### src/rtl/spi_cmd_pkg.sv
package spi_cmd_pkg;
  typedef enum logic [1:0] {
    ST_IDLE  = 2'd0,
    ST_SHIFT = 2'd1,
    ST_GAP   = 2'd2
  } seq_state_e;
endpackage

### src/rtl/spi_half_timer.sv
// Emits a tick every HALF cycles while run is high; restarts at zero when run drops.
module spi_half_timer #(
  parameter int HALF = 2
) (
  input  logic clk,
  input  logic rst_n,
  input  logic run,
  output logic tick
);
  localparam int CW = (HALF > 1) ? $clog2(HALF) : 1;

  logic [CW-1:0] cnt_q;

  assign tick = run && (cnt_q == CW'(HALF - 1));

  always_ff @(posedge clk or negedge rst_n) begin
    if (!rst_n)        cnt_q <= '0;
    else if (!run)     cnt_q <= '0;
    else if (tick)     cnt_q <= '0;
    else               cnt_q <= cnt_q + CW'(1);
  end
endmodule

### src/rtl/spi_tx_byte_sel.sv
// Picks the byte for a frame position: opcode, address high to low, then data low byte first.
module spi_tx_byte_sel #(
  parameter int ADDR_BYTES = 3,
  parameter int MAX_BYTES  = 4,
  parameter int POS_W      = 4
) (
  input  logic [POS_W-1:0]          pos,
  input  logic [POS_W-1:0]          hdr,
  input  logic [7:0]                opcode,
  input  logic [8*ADDR_BYTES-1:0]   addr,
  input  logic                      has_addr,
  input  logic                      write,
  input  logic [8*MAX_BYTES-1:0]    wdata,
  output logic [7:0]                byte_out
);
  localparam int ADDR_W = 8 * ADDR_BYTES;

  always_comb begin
    byte_out = 8'h00;
    if (pos == '0) byte_out = opcode;
    for (int i = 0; i < ADDR_BYTES; i++) begin
      if (has_addr && (pos == POS_W'(i + 1)))
        byte_out = addr[ADDR_W-8-8*i +: 8];
    end
    for (int j = 0; j < MAX_BYTES; j++) begin
      if (write && (pos == hdr + POS_W'(j)))
        byte_out = wdata[8*j +: 8];
    end
  end
endmodule

### src/rtl/spi_rx_packer.sv
// Shifts sampled bits into the byte slot selected by slot, MSB first.
module spi_rx_packer #(
  parameter int MAX_BYTES = 4,
  parameter int POS_W     = 4
) (
  input  logic                     clk,
  input  logic                     rst_n,
  input  logic                     clear,
  input  logic                     sample,
  input  logic                     bit_in,
  input  logic [POS_W-1:0]         slot,
  output logic [8*MAX_BYTES-1:0]   word
);
  for (genvar k = 0; k < MAX_BYTES; k++) begin : g_slot
    logic [7:0] slot_q;
    always_ff @(posedge clk or negedge rst_n) begin
      if (!rst_n)
        slot_q <= 8'h00;
      else if (clear)
        slot_q <= 8'h00;
      else if (sample && (slot == POS_W'(k)))
        slot_q <= {slot_q[6:0], bit_in};
    end
    assign word[8*k +: 8] = slot_q;
  end
endmodule

### src/rtl/spi_flash_cmd_master.sv
module spi_flash_cmd_master
  import spi_cmd_pkg::*;
#(
  parameter int CLK_DIV    = 4,
  parameter int ADDR_BYTES = 3,
  parameter int MAX_BYTES  = 4
) (
  input  logic                              clk,
  input  logic                              rst_n,
  input  logic                              cmd_valid,
  output logic                              cmd_ready,
  input  logic [7:0]                        cmd_opcode,
  input  logic [8*ADDR_BYTES-1:0]           cmd_addr,
  input  logic                              cmd_has_addr,
  input  logic                              cmd_write,
  input  logic [$clog2(MAX_BYTES+1)-1:0]    cmd_nbytes,
  input  logic [8*MAX_BYTES-1:0]            cmd_wdata,
  output logic                              rd_valid,
  input  logic                              rd_ready,
  output logic [8*MAX_BYTES-1:0]            rd_data,
  output logic                              busy,
  output logic                              done,
  output logic                              spi_sclk,
  output logic                              spi_cs_n,
  output logic                              spi_mosi,
  input  logic                              spi_miso
);
  localparam int HALF   = CLK_DIV / 2;
  localparam int NB_W   = $clog2(MAX_BYTES + 1);
  localparam int ADDR_W = 8 * ADDR_BYTES;
  localparam int DATA_W = 8 * MAX_BYTES;
  localparam int POS_W  = $clog2(ADDR_BYTES + MAX_BYTES + 2);

  seq_state_e           state_q;
  logic [7:0]           op_q;
  logic [ADDR_W-1:0]    addr_q;
  logic                 has_addr_q;
  logic                 write_q;
  logic [DATA_W-1:0]    wdata_q;
  logic [POS_W-1:0]     hdr_q, total_q, pos_q;
  logic [2:0]           bit_q;
  logic                 sclk_q, cs_n_q, busy_q, done_q, rd_valid_q;
  logic [7:0]           tx_q;

  logic                 fire, tick, rx_sample;
  logic [NB_W-1:0]      nb_clamp;
  logic [POS_W-1:0]     hdr_in, total_in, pos_next;
  logic [7:0]           next_byte;

  assign cmd_ready = (state_q == ST_IDLE) && !rd_valid_q;
  assign fire      = cmd_valid && cmd_ready;

  // Counts above the word capacity are clamped.
  assign nb_clamp = (cmd_nbytes > NB_W'(MAX_BYTES)) ? NB_W'(MAX_BYTES) : cmd_nbytes;
  assign hdr_in   = cmd_has_addr ? POS_W'(1 + ADDR_BYTES) : POS_W'(1);
  assign total_in = hdr_in + POS_W'(nb_clamp);
  assign pos_next = pos_q + POS_W'(1);

  spi_half_timer #(.HALF(HALF)) u_timer (
    .clk   (clk),
    .rst_n (rst_n),
    .run   (state_q != ST_IDLE),
    .tick  (tick)
  );

  spi_tx_byte_sel #(
    .ADDR_BYTES (ADDR_BYTES),
    .MAX_BYTES  (MAX_BYTES),
    .POS_W      (POS_W)
  ) u_sel (
    .pos      (pos_next),
    .hdr      (hdr_q),
    .opcode   (op_q),
    .addr     (addr_q),
    .has_addr (has_addr_q),
    .write    (write_q),
    .wdata    (wdata_q),
    .byte_out (next_byte)
  );

  // Read bits are taken on the rising SCLK edge once the header is over.
  assign rx_sample = tick && !sclk_q && (state_q == ST_SHIFT) && !write_q && (pos_q >= hdr_q);

  spi_rx_packer #(
    .MAX_BYTES (MAX_BYTES),
    .POS_W     (POS_W)
  ) u_rx (
    .clk    (clk),
    .rst_n  (rst_n),
    .clear  (fire),
    .sample (rx_sample),
    .bit_in (spi_miso),
    .slot   (pos_q - hdr_q),
    .word   (rd_data)
  );

  always_ff @(posedge clk or negedge rst_n) begin
    if (!rst_n) begin
      state_q    <= ST_IDLE;
      op_q       <= 8'h00;
      addr_q     <= '0;
      has_addr_q <= 1'b0;
      write_q    <= 1'b0;
      wdata_q    <= '0;
      hdr_q      <= '0;
      total_q    <= '0;
      pos_q      <= '0;
      bit_q      <= 3'd0;
      sclk_q     <= 1'b0;
      cs_n_q     <= 1'b1;
      busy_q     <= 1'b0;
      done_q     <= 1'b0;
      rd_valid_q <= 1'b0;
      tx_q       <= 8'h00;
    end else begin
      done_q <= 1'b0;
      if (rd_valid_q && rd_ready) rd_valid_q <= 1'b0;
      unique case (state_q)
        ST_IDLE: begin
          if (fire) begin
            op_q       <= cmd_opcode;
            addr_q     <= cmd_addr;
            has_addr_q <= cmd_has_addr;
            write_q    <= cmd_write;
            wdata_q    <= cmd_wdata;
            hdr_q      <= hdr_in;
            total_q    <= total_in;
            pos_q      <= '0;
            bit_q      <= 3'd0;
            sclk_q     <= 1'b0;
            cs_n_q     <= 1'b0;
            busy_q     <= 1'b1;
            tx_q       <= cmd_opcode;
            state_q    <= ST_SHIFT;
          end
        end
        ST_SHIFT: begin
          if (tick) begin
            if (!sclk_q) begin
              sclk_q <= 1'b1;
            end else begin
              sclk_q <= 1'b0;
              if (bit_q != 3'd7) begin
                bit_q <= bit_q + 3'd1;
                tx_q  <= {tx_q[6:0], 1'b0};
              end else if (pos_next == total_q) begin
                // Last bit of the last byte: release select on this falling edge.
                cs_n_q  <= 1'b1;
                tx_q    <= 8'h00;
                state_q <= ST_GAP;
              end else begin
                bit_q <= 3'd0;
                pos_q <= pos_next;
                tx_q  <= next_byte;
              end
            end
          end
        end
        ST_GAP: begin
          if (tick) begin
            busy_q     <= 1'b0;
            done_q     <= 1'b1;
            rd_valid_q <= !write_q && (total_q != hdr_q);
            state_q    <= ST_IDLE;
          end
        end
        default: state_q <= ST_IDLE;
      endcase
    end
  end

  assign spi_sclk = sclk_q;
  assign spi_cs_n = cs_n_q;
  assign spi_mosi = tx_q[7];
  assign busy     = busy_q;
  assign done     = done_q;
  assign rd_valid = rd_valid_q;
endmodule

### config.mk
export PLATFORM = sky130hd
export DESIGN_NAME = spi_flash_cmd_master
export DESIGN_NICKNAME = d
export VERILOG_FILES = /design/src/rtl/spi_cmd_pkg.sv /design/src/rtl/spi_half_timer.sv /design/src/rtl/spi_tx_byte_sel.sv /design/src/rtl/spi_rx_packer.sv /design/src/rtl/spi_flash_cmd_master.sv
export SDC_FILE = /design/constraint.sdc
export NUM_CORES = 1
export LEC_CHECK = 0
export ABC_CLOCK_PERIOD_IN_PS = 5350
export BUFFER_PORTS_ARGS = -buffer_cell sky130_fd_sc_hd__buf_4
export CORE_MARGIN = 1
export CORE_UTILIZATION = 40
export DETAILED_ROUTE_END_ITERATION = 6
export PLACE_DENSITY = 0.62
export SLEW_MARGIN = 15
export SYNTH_ARGS = -nofsm -noshare
export SYNTH_HDL_FRONTEND = slang
export SYNTH_SLANG_ARGS = --single-unit
### constraint.sdc
create_clock -name clk -period 5.35 [get_ports clk]
set_input_delay 0.2675 -clock clk [delete_from_list [all_inputs] [get_ports clk]]
set_output_delay 0.2675 -clock clk [all_outputs]
set_load 0.03 [all_outputs]
==> flow_results.xml <==
<?xml version="1.0" encoding="UTF-8"?>
<metrics>
  <group name="drt">
    <metric name="drc" unit="">0</metric>
    <metric name="dr_total_vias" unit="">5334</metric>
    <metric name="routed_wirelength" unit="µm">16000</metric>
    <metric name="post_drt_via_cell_ratio" unit="">5.31</metric>
    <metric name="route.detailed.wl_per_inst" unit="µm">16.0</metric>
    <metric name="initialDrtViolationCount" unit="">385</metric>
    <metric name="route.antenna.remaining_nets" unit="">0</metric>
    <metric name="firstDrtPassIters" unit="">5</metric>
  </group>
  <group name="timing">
    <metric name="fin_crit" unit="ns">3.12</metric>
    <metric name="max_freq" unit="GHz">0.321</metric>
    <metric name="timing_hold_violations_final" unit="">12</metric>
    <metric name="tightest_slew" unit="ns">1.08</metric>
    <metric name="report.final.setup_viol" unit="">0</metric>
    <metric name="slew-limit-headroom" unit="%">27.5</metric>
    <metric name="slew_viol_final" unit="">0</metric>
    <metric name="grt_setup_unrepaired" unit="">no</metric>
    <metric name="timing.setup.tns" unit="ns">0</metric>
    <metric name="period_utilization" unit="%">58.3</metric>
    <metric name="final_hold_slack" unit="ns">-0.0179</metric>
    <metric name="clock-skew-final" unit="ns">0.00836</metric>
  </group>
  <group name="yosys">
    <metric name="net_count_synth" unit="">800</metric>
    <metric name="synth.area.top_cells" unit="">dfrtp_1, nand2_1, o21ai_0, ha_1, nand3_1</metric>
    <metric name="ys.flop_type" unit="">dfrtp_1</metric>
    <metric name="asr_flop_ratio_synth" unit="%">100</metric>
    <metric name="seq_area_frac_synth" unit="%">50.5</metric>
    <metric name="synth_top_area_share" unit="%">50.1</metric>
    <metric name="ys_seq_elements" unit="">126</metric>
    <metric name="synth_warnings" unit="">0</metric>
    <metric name="synth-edff-count" unit="">0</metric>
    <metric name="syn_avg_cell_area" unit="µm²">8.78</metric>
    <metric name="summed_instance_area_of_the_synthesized_netlist" unit="mm²">0.00625</metric>
    <metric name="postSynthCellCount" unit="">712</metric>
    <metric name="synth_largest_area_cell" unit="">dfrtp_1</metric>
    <metric name="number_of_distinct_standard_cells_referenced_by_the_synthesized_netlist" unit="">60</metric>
  </group>
  <group name="final_layout">
    <metric name="syn_to_final_growth" unit="%">24.8</metric>
    <metric name="stdcell_area" unit="mm²">0.00780</metric>
    <metric name="final-instance-count-excl-fill" unit="">1004</metric>
    <metric name="insertedDiodeCount" unit="">0</metric>
    <metric name="num-fill-cells" unit="">1461</metric>
    <metric name="finish.net_count" unit="">891</metric>
    <metric name="drive_gt1_share" unit="%">19.9</metric>
    <metric name="post-route-util" unit="%">51.3</metric>
  </group>
  <group name="die">
    <metric name="dieWidth" unit="µm">127</metric>
    <metric name="die-height" unit="µm">127</metric>
    <metric name="initial_core_util" unit="%">41.1</metric>
    <metric name="io-pin-count" unit="">113</metric>
    <metric name="placeableCoreArea" unit="mm²">0.0152</metric>
    <metric name="die_area" unit="mm²">0.0161</metric>
    <metric name="core.rowCount" unit="">45</metric>
  </group>
  <group name="clock_network">
    <metric name="cts_htree_levels" unit="">4</metric>
    <metric name="worst_skew_pair.late_latency" unit="ns">0.42</metric>
    <metric name="path_clk_slew" unit="ns">0.06</metric>
    <metric name="post_cts.resized_instances" unit="">0</metric>
    <metric name="numCtsBuffers" unit="">17</metric>
    <metric name="postCtsSetupRepairBufs" unit="">0</metric>
    <metric name="tritoncts_clock_tree" unit="">yes</metric>
    <metric name="cts_max_path_buffers" unit="">2</metric>
    <metric name="ctsRootBufferMaster" unit="">clkbuf_16</metric>
    <metric name="cts_hold_buf" unit="">0</metric>
    <metric name="cts.sink_count" unit="">126</metric>
  </group>
  <group name="placed_design">
    <metric name="placement.cell_area" unit="mm²">0.00719</metric>
    <metric name="gp_congestion" unit="">0.889</metric>
    <metric name="hpwlAfterDp" unit="µm">11600</metric>
    <metric name="io_buffer_count" unit="">112</metric>
    <metric name="number_of_cells_after_detailed_placement" unit="">972</metric>
  </group>
  <group name="hold_path">
    <metric name="hold_class" unit="">input port to async pin</metric>
  </group>
  <group name="global_route">
    <metric name="grt_start_max_net_pins" unit="">88</metric>
    <metric name="total_routing_usage_reported_by_global_routing" unit="%">21.1</metric>
    <metric name="globalRouteOverflowTotal" unit="">0</metric>
    <metric name="antenna_violations_before_repair" unit="">0</metric>
    <metric name="wire_length_of_the_first_global_routing_pass" unit="µm">26700</metric>
    <metric name="first_global_vias" unit="">5277</metric>
  </group>
  <group name="critical_path">
    <metric name="startpoint_to_endpoint_class_of_the_critical_path" unit="">register to register</metric>
    <metric name="timing.critical_path.to_type" unit="">register</metric>
    <metric name="worst_ep_required_time" unit="ns">5.62</metric>
    <metric name="critical_path_arrival" unit="ns">3.39</metric>
    <metric name="startpoint_type" unit="">register</metric>
    <metric name="path_max_fanout" unit="">11</metric>
  </group>
  <group name="pwr">
    <metric name="power-per-cell-area" unit="mW/mm²">607</metric>
    <metric name="worst_ir_drop_vdd" unit="mV">0.264</metric>
    <metric name="static-leakage-power" unit="µW">0.00373</metric>
  </group>
  <group name="run_status">
    <metric name="violations" unit="">hold timing</metric>
    <metric name="outcome" unit="">complete, but fails checks</metric>
  </group>
  <group name="flow_run">
    <metric name="timing.max_cap.violations" unit="">0</metric>
  </group>
</metrics>
==> flip-flops by register name (all words and copies together) (netlist names), 2 cells and up <==
signal / flops
u_rx.g_slot.slot_q: 32
wdata_q: 32
addr_q: 24
op_q: 8
tx_q: 8
pos_q: 4
total_q: 4
bit_q: 3
state_q: 2
==> final timing paths <==
kind / from / to / slack, ns / cells past startpoint
worst max-delay path: pos_q[0] / u_rx.g_slot[3].slot_q[4] / 2.23 / 8
worst min-delay path: rst_n / u_rx.g_slot[2].slot_q[4] / -0.02 / 1
worst max register to register: pos_q[0] / u_rx.g_slot[3].slot_q[4] / 2.23 / 8
worst min register to register: wdata_q[10] / wdata_q[10] / 0.48 / 2
max in group asynchronous: rst_n / wdata_q[3] / 4.15 / 2
min in group clk: cmd_wdata[26] / wdata_q[26] / 0.04 / 3
==> report_power, final <==
| part | switching [µW] | internal [µW] |
|---|---|---|
| sequential | 340 | 1370 |
| clock | 431 | 748 |
| combinational | 1100 | 746 |
| total | 1870 | 2860 |
==> cells in the mapped netlist, drive strengths merged (2+ instances only) <==
| master | n |
|---|---|
| nor4b | 2 |
| a21oi | 28 |
| xor2 | 3 |
| a21boi | 2 |
| and2 | 3 |
| nor2 | 29 |
| dfrtp | 125 |
| a22oi | 6 |
| nand2b | 6 |
| nand3b | 4 |
| o31ai | 2 |
| o211ai | 6 |
| or4b | 3 |
| o32ai | 2 |
| buf | 12 |
| nand2 | 211 |
| and3 | 3 |
| xnor3 | 2 |
| mux2i | 8 |
| mux2 | 2 |
| nor2b | 3 |
| nor4 | 4 |
| o22ai | 18 |
| clkbuf | 33 |
| a22o | 2 |
| or4 | 2 |
| inv | 37 |
| nor3 | 5 |
| nand3 | 34 |
| a211oi | 2 |
| a221oi | 8 |
| a21o | 8 |
| ha | 14 |
| xnor2 | 9 |
| a31oi | 10 |
| o21ai | 48 |
==> layer usage <==
metal / vias up / part of all wire (%) / wire length [µm] / GRT usage, %
met4: 0 / 1.9 / 305 / 7.84
met2: 182 / 48 / 7630 / 33.3
met5: - / 0 / 0 / 0
met1: 2532 / 45 / 7280 / 28.2
met3: 29 / 5.0 / 800 / 5.11
li1: 2591 / - / - / -
==> final cells by class <==
| cell class | count | area, µm² | area share [%] |
|---|---|---|---|
| timing repair buffer | 117 | 878 | 11.3 |
| inverter | 38 | 143 | 1.83 |
| clock buffer | 20 | 447 | 5.73 |
| tap | 188 | 235 | 3.02 |
| clock inverter | 12 | 160 | 2.05 |
| multi-input combinational | 503 | 2780 | 35.7 |
| sequential | 126 | 3150 | 40.4 |
==> worst max-delay path, stage by stage (launching register included) <==
cell	delay, ns
dfrtp_1	0.52
inv_1	0.14
ha_1	0.61
nand2b_1	0.10
a21boi_1	0.16
o311ai_1	0.17
nor4b_2	0.92
mux2i_1	0.29
nor2_1	0.05
==> through the flow <==
stage | total power, µW | setup slack [ns]
3_5_place_dp | 3560 | 2.23
3_3_place_gp | 3500 | 2.40
2_1_floorplan | 2950 | 2.85
4_1_cts | 4760 | 2.24
6_report | 4730 | 2.23
5_1_grt | 5050 | 1.99
==> cells in the final DEF, fill, tap and decap left out, types with 3 or more instances in the layout <==
cell type / n
inv_6: 3
nor2_1: 29
inv_1: 36
clkbuf_16: 17
o21ai_0: 44
a31oi_1: 10
nand2b_1: 6
dfrtp_1: 125
nand2_1: 211
xor2_1: 3
o22ai_1: 18
nand3b_1: 4
clkinvlp_4: 4
and2_1: 3
mux2i_1: 8
bufinv_16: 3
buf_4: 117
o21ai_1: 3
nor2b_1: 3
a221oi_1: 8
a22oi_1: 6
nand3_1: 34
nor3_1: 4
a21o_1: 8
a21oi_1: 28
or4b_1: 3
and3_1: 3
xnor2_1: 7
ha_1: 14
o211ai_1: 6
==> kinds of logic (layout without fill, tap and decap cells) <==
kind of cell / after synthesis / count (layout) / share of synthesized area (%)
simple gates: 315 / 315 / 22.2
buf+inv: 83 / 187 / 5.19
fa+ha+maj: 14 / 14 / 2.80
xor+xnor: 14 / 14 / 2.64
flops: 126 / 126 / 50.5
compound gates: 150 / 150 / 15.0
mux: 10 / 10 / 1.64
(Power assumes the default switching activity.)
